`src/rtl/dcf_pkg.sv`:
```
package dcf_pkg;
    localparam int unsigned CRC_W = 8;

    typedef logic [CRC_W-1:0] crc_t;

    typedef struct packed {
        logic vld;
        crc_t data;
    } strobe_t;

    typedef enum logic [1:0] {
        GATE_SEND   = 2'd0,
        GATE_FIRST  = 2'd1,
        GATE_UNINIT = 2'd2,
        GATE_OFF    = 2'd3
    } gate_e;

    // One byte through the reflected generator, LSB first.
    function automatic crc_t crc_fold(input crc_t state, input crc_t data, input crc_t poly_r);
        crc_t x;
        x = state ^ data;
        for (int i = 0; i < CRC_W; i++) begin
            x = x[0] ? ((x >> 1) ^ poly_r) : (x >> 1);
        end
        return x;
    endfunction

    function automatic crc_t fold_strobe(input crc_t state, input strobe_t s, input crc_t poly_r);
        return s.vld ? crc_fold(state, s.data, poly_r) : state;
    endfunction
endpackage

```
`src/rtl/dcf_accum.sv`:
```
module dcf_accum
    import dcf_pkg::*;
#(
    parameter crc_t POLY_R   = 8'hE0,
    parameter crc_t PRESET   = 8'hFF,
    parameter bit   RX_FIRST = 1'b1
) (
    input  logic    clk,
    input  logic    rst,
    input  logic    clear,
    input  strobe_t a_rx,
    input  strobe_t a_tx,
    output crc_t    state_q,
    output crc_t    next_o
);
    crc_t base;
    crc_t mid;
    crc_t fin;

    assign base = clear ? PRESET : state_q;

    generate
        if (RX_FIRST) begin : g_rx_first
            assign mid = fold_strobe(base, a_rx, POLY_R);
            assign fin = fold_strobe(mid, a_tx, POLY_R);
        end else begin : g_tx_first
            assign mid = fold_strobe(base, a_tx, POLY_R);
            assign fin = fold_strobe(mid, a_rx, POLY_R);
        end
    endgenerate

    assign next_o = fin;

    always_ff @(posedge clk) begin
        if (rst) state_q <= PRESET;
        else     state_q <= fin;
    end
endmodule

```
`src/rtl/dcf_gate.sv`:
```
module dcf_gate
    import dcf_pkg::*;
(
    input  logic  first_done,
    input  logic  link_init,
    input  logic  crc_en,
    output gate_e gate
);
    always_comb begin
        if (!first_done)     gate = GATE_FIRST;
        else if (!link_init) gate = GATE_UNINIT;
        else if (!crc_en)    gate = GATE_OFF;
        else                 gate = GATE_SEND;
    end
endmodule

```
`src/rtl/dcf_sender.sv`:
```
module dcf_sender
    import dcf_pkg::*;
(
    input  logic  clk,
    input  logic  rst,
    input  logic  cmd_end,
    input  gate_e gate,
    input  crc_t  crc_next,
    input  logic  ack,
    output logic  first_done,
    output logic  req,
    output crc_t  out_byte
);
    logic send_now;

    assign send_now = cmd_end && (gate == GATE_SEND);

    always_ff @(posedge clk) begin
        if (rst) begin
            first_done <= 1'b0;
            req        <= 1'b0;
            out_byte   <= '0;
        end else begin
            if (cmd_end) first_done <= 1'b1;
            req <= send_now | (req & ~ack);
            if (send_now) out_byte <= ~crc_next;
        end
    end
endmodule

```
`src/rtl/dbg_crc8_framer.sv`:
```
module dbg_crc8_framer
    import dcf_pkg::*;
#(
    parameter crc_t POLY_R   = 8'hE0,
    parameter crc_t PRESET   = 8'hFF,
    parameter bit   RX_FIRST = 1'b1
) (
    input  logic       clk,
    input  logic       rst,
    input  logic       cmd_start,
    input  logic       cmd_end,
    input  logic       crc_en,
    input  logic       link_init,
    input  logic       rx_valid,
    input  logic [7:0] rx_data,
    input  logic       tx_valid,
    input  logic [7:0] tx_data,
    input  logic       crc_ack,
    output logic       crc_req,
    output logic [7:0] crc_byte
);
    strobe_t s_rx;
    strobe_t s_tx;
    crc_t    acc_state;
    crc_t    acc_next;
    gate_e   gate;
    logic    first_done;

    assign s_rx = '{vld: rx_valid, data: rx_data};
    assign s_tx = '{vld: tx_valid, data: tx_data};

    dcf_accum #(
        .POLY_R  (POLY_R),
        .PRESET  (PRESET),
        .RX_FIRST(RX_FIRST)
    ) u_acc (
        .clk    (clk),
        .rst    (rst),
        .clear  (cmd_start),
        .a_rx   (s_rx),
        .a_tx   (s_tx),
        .state_q(acc_state),
        .next_o (acc_next)
    );

    dcf_gate u_gate (
        .first_done(first_done),
        .link_init (link_init),
        .crc_en    (crc_en),
        .gate      (gate)
    );

    dcf_sender u_snd (
        .clk       (clk),
        .rst       (rst),
        .cmd_end   (cmd_end),
        .gate      (gate),
        .crc_next  (acc_next),
        .ack       (crc_ack),
        .first_done(first_done),
        .req       (crc_req),
        .out_byte  (crc_byte)
    );
endmodule

```
`config.mk`:
```
export PLATFORM = sky130hd
export DESIGN_NAME = dbg_crc8_framer
export DESIGN_NICKNAME = d
export VERILOG_FILES = /design/src/rtl/dcf_pkg.sv /design/src/rtl/dcf_accum.sv /design/src/rtl/dcf_gate.sv /design/src/rtl/dcf_sender.sv /design/src/rtl/dbg_crc8_framer.sv
export SDC_FILE = /design/constraint.sdc
export NUM_CORES = 1
export LEC_CHECK = 0
export ABC_AREA = 1
export BUFFER_PORTS_ARGS = -buffer_cell sky130_fd_sc_hd__buf_2
export CORE_UTILIZATION = 45
export DETAILED_ROUTE_END_ITERATION = 12
export PLACE_DENSITY_LB_ADDON = 0.15
export SYNTH_ARGS = -nofsm -noshare
export SYNTH_HDL_FRONTEND = slang
export SYNTH_SLANG_ARGS = --single-unit
```
`constraint.sdc`:
```
create_clock -name clk -period 2.1 [get_ports clk]
set_clock_uncertainty 0.2 [all_clocks]
set_input_delay 0 -clock clk [delete_from_list [all_inputs] [get_ports clk]]
set_output_delay 0 -clock clk [all_outputs]
set_load 0.02 [all_outputs]
```
### After elaboration in Yosys (flattened, before gate mapping)

Cells that the tools add are included.

* flip-flop bits (word level): 18
* input bits: 25
* logic and storage cells: 50
* output and inout port bits: 9

* reduce and logical (&&, ||, !) cells: 2
* multiplexer cells: 22
* bitwise logic cells: 22

Operators by type and width (count)
* $mux 8: 19
* $not 2->3: 16
* $xor 8x8->8: 2
* $not 8->8: 1
* $mux 2: 3
* $logic_not 2->1: 1
* $and 1x1->1: 1
* $logic_and 1x1->1: 1
* $not 1->1: 1
* $or 1x1->1: 1

### Logic depth before layout (Yosys ltp)

* depth after elaboration: 38
* mapped depth: 20
* mapped depth without buffers: 20

### By module

A second synthesis with hierarchy kept.

* cells, all modules: 339
* area total of the unflattened synthesis: 1909.3 um^2

By module, submodules not included
* dcf_accum: sequential area each 160.2 um^2, instances 1, cells an instance 281, area an instance 1480.2 um^2
* dcf_sender: sequential area each 200.2 um^2, instances 1, cells an instance 53, area an instance 405.4 um^2
* dcf_gate: sequential area each 0.0 um^2, instances 1, cells an instance 5, area an instance 23.8 um^2

### Least setup slack after synthesis

Ideal clock, no wire load.

* path type: register -> register
* start point: register u_acc.state_q[0]
* end point: register u_snd.out_byte[5]
* path buffers: 0
* required time: 1.791 ns
* setup slack: 0.094 ns
* stages on the path, launching flop included: 19
* library setup time: 0.109 ns
* arrival: 1.697 ns
* clock period less this slack: 2.006 ns
* cells stage by stage: dfxtp_1 > nor2_1 > nand2_1 > nand2_1 > nand2_1 > nand2_1 > nand2_1 > nand3_1 > nand3_1 > nand2_2 > nand2_1 > nand3_1 > nand2_1 > nand2_1 > nand3_2 > nand2_1 > nand3_1 > nand2_1 > inv_1

* longest elaborated chain between the ends: 25
* elaborated cells between the ends (all ways): 29
* those cells by class: mux (19); bitwise (10)

RTL lines
* from (decl): RTL line dcf_accum.sv:13 `output crc_t state_q,`
* from (signal assigned): RTL line dcf_accum.sv:36 `else state_q <= fin;`
* $mux 8 (*): RTL line dcf_accum.sv:20 `assign base = clear ? PRESET : state_q;`
* $xor 8x8->8: RTL line dcf_pkg.sv:21 `x = state ^ data;`
* $mux 8: RTL line dcf_pkg.sv:23 `x = x[0] ? ((x >> 1) ^ poly_r) : (x >> 1);`
* $mux 8 / $not 2->3 (equally long branches)
* $mux 8: RTL line dcf_pkg.sv:23
* $mux 8 / $not 2->3 (equally long branches)
* $mux 8 (3 in series): RTL line dcf_pkg.sv:23
* $not 2->3 (no line) / $mux 8 (equally long branches)
* [5 not listed]
* $mux 8 / $not 2->3 (equally long branches)
* $mux 8 (3 in series): RTL line dcf_pkg.sv:23
* $not 2->3 (no line) / $mux 8 (equally long branches)
* $mux 8: RTL line dcf_pkg.sv:23
* $not 2->3 (no line) / $mux 8 (equally long branches)
* $mux 8: RTL line dcf_pkg.sv:23
* $mux 8 (*): RTL line dcf_pkg.sv:29 `return s.vld ? crc_fold(state, s.data, poly_r) : state;`
* $not 8->8 (*): RTL line dcf_sender.sv:26 `if (send_now) out_byte <= ~crc_next;`
* to (signal assigned): RTL line dcf_sender.sv:26
* to (decl): RTL line dcf_sender.sv:12 `output crc_t out_byte`

Mark *: on every way between the ends. The rest lies on a longest branch, timed or not.
A chain may end at the register's enable or synchronous reset.

### Worst setup path in the final report

Same ends and word-level chain as after synthesis.

==> key figures <==
Outcome
  • Status: complete, but fails checks
  • Violated checks: negative setup slack

Final layout
  • Fin util: 73.0%
  • Nets: 443
  • Fillers: 317
  • Commonest non-fill, non-tap cell in the layout: nand2_1
  • ANT cells: 0
  • Area grow syn2layout: 54.0%
  • Most frequent cells in the layout: 105 x nand2_1, 48 x nand2_2, 34 x nand3_1
  • Post-Layout Cell Count: 466
  • Share of layout cells above drive strength 1: 48.3%

Synth
  • Dominant cells by area after synthesis: nand2_1 30%, dfxtp_1 19%, nand3_1 14%
  • Seq/Total Area, Yosys: 18.9%
  • Number of synthesized register bits: 18
  • Syn Inst Count: 340
  • Number of distinct library cells after synthesis: 29
  • Syn avg cell area: 5.62 um^2
  • Synth top area share: 29.7%
  • YS warnings: 0
  • Synth area leader: nand2_1
  • Mapped cell area: 0.00191 mm^2
  • Syn_nets: 365

Route
  • Vias per cell: 5.26
  • DR vias: 2449
  • DRT iter0 DRCs: 161
  • Met2 WL: 3060 um
  • Drc violations: 0
  • Routed len/inst: 13.0 um
  • 1st-pass router iterations: 5
  • Total routed wirelength: 6060 um
  • Top Metal Used: met4
  • M1 wire length: 2560 um
  • Wire length on met3: 253 um
  • Final ANT Viol Nets: 0

Placement
  • Dpl cells: 447
  • Port buffer count: 33
  • GPL Wtd Cong: 0.883
  • HPWL Detailed: 4000 um

Hold path
  • Hold path start: tx_data[2]
  • Hold Path Class: in2reg

Global route
  • Via count of the first global-routing pass: 2035
  • Remaining Overflow, GRT: 0
  • Initial antenna violation count: 0
  • Largest net degree at the start of global routing: 15
  • All-layer global routing usage: 24.7%
  • Global-route wire length before repair: 8620 um

Floorplanning
  • Die Span Y: 67.1 um
  • Core area: 0.00403 mm^2
  • Die area: 0.00451 mm^2
  • Die width: 67.1 um
  • Row count: 23
  • Io pins: 34
  • Initial Util: 47.4%

Power
  • Pleak: 1.58 nW
  • Max VDD drop: 0.420 mV
  • PwrDens: 557 mW/mm^2

Setup path
  • Launch point of the worst path: u_acc.state_q[0]
  • CP max FO: 5
  • Path type of the worst setup path: reg2reg
  • R2R Path Start: u_acc.state_q[0]
  • Crit path arrival time: 2.24 ns
  • Worst path required time: 2.06 ns
  • Crit. End Element: flip-flop
  • Critical Path Start Type: flip-flop

STA
  • Final worst path period share: 109%
  • Final Hold Viols: 0
  • Setup violations, final: 16
  • Worst-Margin Slew: 0.467 ns
  • Tmin final: 2.29 ns
  • Highest clock rate: 438 MHz
  • Unrepaired setup endpoints after global routing: yes
  • Post-route setup slack: -0.186 ns
  • Rel. slew slack: 68.9%
  • Max Slew Vio Count: 0

Clock network
  • Cts bufs inserted: 3
  • Htree depth: 1
  • Clock Latency Late Sink: 0.25 ns
  • CTS Buffer Depth: 2
  • TritonCTS clock tree: yes
  • CTS sink cnt: 18
  • Clk root buf: clkbuf_8
  • Clock-pin slew on the worst setup and hold paths: 0.07 ns

Flow run
  • Max-Cap Viols: 0
-- timing repair --
item / 4_1_cts / 5_1_grt
setup buffers: 3 / 5
gates resized for setup: 61 / 54
hold buffers: 8 / 0
endpoints found under the setup margin: 16 / 16
pin swaps: 28 / 30
endpoints found under the hold margin: 14 / 0
-- critical path, cell delays in order (launching register included) --
cell     delay (ns)
dfxtp_4        0.36
buf_6          0.11
o21ai_4        0.13
nand2_4        0.11
nand2_1        0.10
nand2_1        0.06
nand2_1        0.08
nand3_2        0.12
nand3_1        0.11
nand2_1        0.10
nand2_4        0.09
nand2_2        0.05
nand2_2        0.07
nand2_4        0.07
nand2_4        0.07
nand3_4        0.09
nand2_2        0.08
nand3_1        0.07
nand2_1        0.07
inv_1          0.04
-- flip-flops by register name, summed over array words and instances, names as in the netlist --
signal / cells
u_acc.state_q: 8
u_snd.first_done: 1
u_snd.out_byte: 8
u_snd.req: 1
-- layout make-up --
type	count	area (um^2)	share of cell area (%)
Clock buffer	3	41.3	1.40
Inverter	36	135	4.60
Multi-Input combinational cell	280	1770	60.1
Sequential cell	18	373	12.7
Tap cell	50	62.6	2.13
Timing Repair Buffer	79	562	19.1
-- Yosys cell counts --
master	instances
nand3_1	54
a21oi_1	2
inv_1	29
buf_2	1
xnor2_1	1
o21ai_0	6
nor2_2	1
nor2_1	19
nor2_4	3
inv_2	5
dfxtp_1	18
buf_4	1
nand3b_1	2
a31oi_1	1
nor2_8	1
clkinv_1	2
o21ai_2	1
xor2_4	1
o21ai_1	2
nand2_2	17
xor2_2	2
nand3_2	11
clkbuf_1	2
nand4_1	1
buf_6	1
clkbuf_4	1
a21oi_2	1
nand2_1	151
xor2_1	3
-- report_power, final --
part           internal, W  switching (W)
combinational     0.000411       0.000586
clock             0.000127       0.000117
sequential        0.000372      0.0000241
total             0.000911       0.000727
-- worst paths after layout --
| kind | cells past startpoint | end | slack (ns) |
|---|---|---|---|
| worst max-delay path | 19 | u_snd.out_byte[5] | -0.19 |
| worst min-delay path | 5 | u_acc.state_q[0] | 0.02 |
| worst max register to register | 19 | u_snd.out_byte[5] | -0.19 |
| worst min register to register | 2 | u_snd.out_byte[3] | 0.36 |
-- logic make-up (layout without fill, tap and decap cells) --
family          count (synthesis)  in the layout  synth area share [%]
simple gates                  260            260                  63.2
buf+inv                        42            118                  9.11
xor+xnor                        7              7                  4.98
compound gates                 13             13                  3.87
flops                          18             18                  18.9
-- per-stage QoR --
step | setup WS, ns | power [W] | hold WS (ns) | instance area [um^2] | setup TNS (ns)
2_1_floorplan | 0.0939 | 0.000879 | -0.0842 | 1910 | 0
6_report | -0.186 | 0.00164 | 0.0157 | 2940 | -1.68
4_1_cts | -0.0882 | 0.00148 | 0.00958 | 2700 | -0.548
3_5_place_dp | -0.211 | 0.00112 | 0.0425 | 2340 | -2.04
3_3_place_gp | -0.134 | 0.00110 | 0.0168 | 2340 | -1.01
5_1_grt | -0.288 | 0.00175 | 0.0565 | 2940 | -3.60
-- layer usage --
metal  track usage [%]  up-vias
met2              43.9       77
li1                  -     1224
met3              4.05       19
met5                 0        -
met4              5.85        0
met1              30.7     1129
No activity file was read; power rests on OpenSTA's default activity.
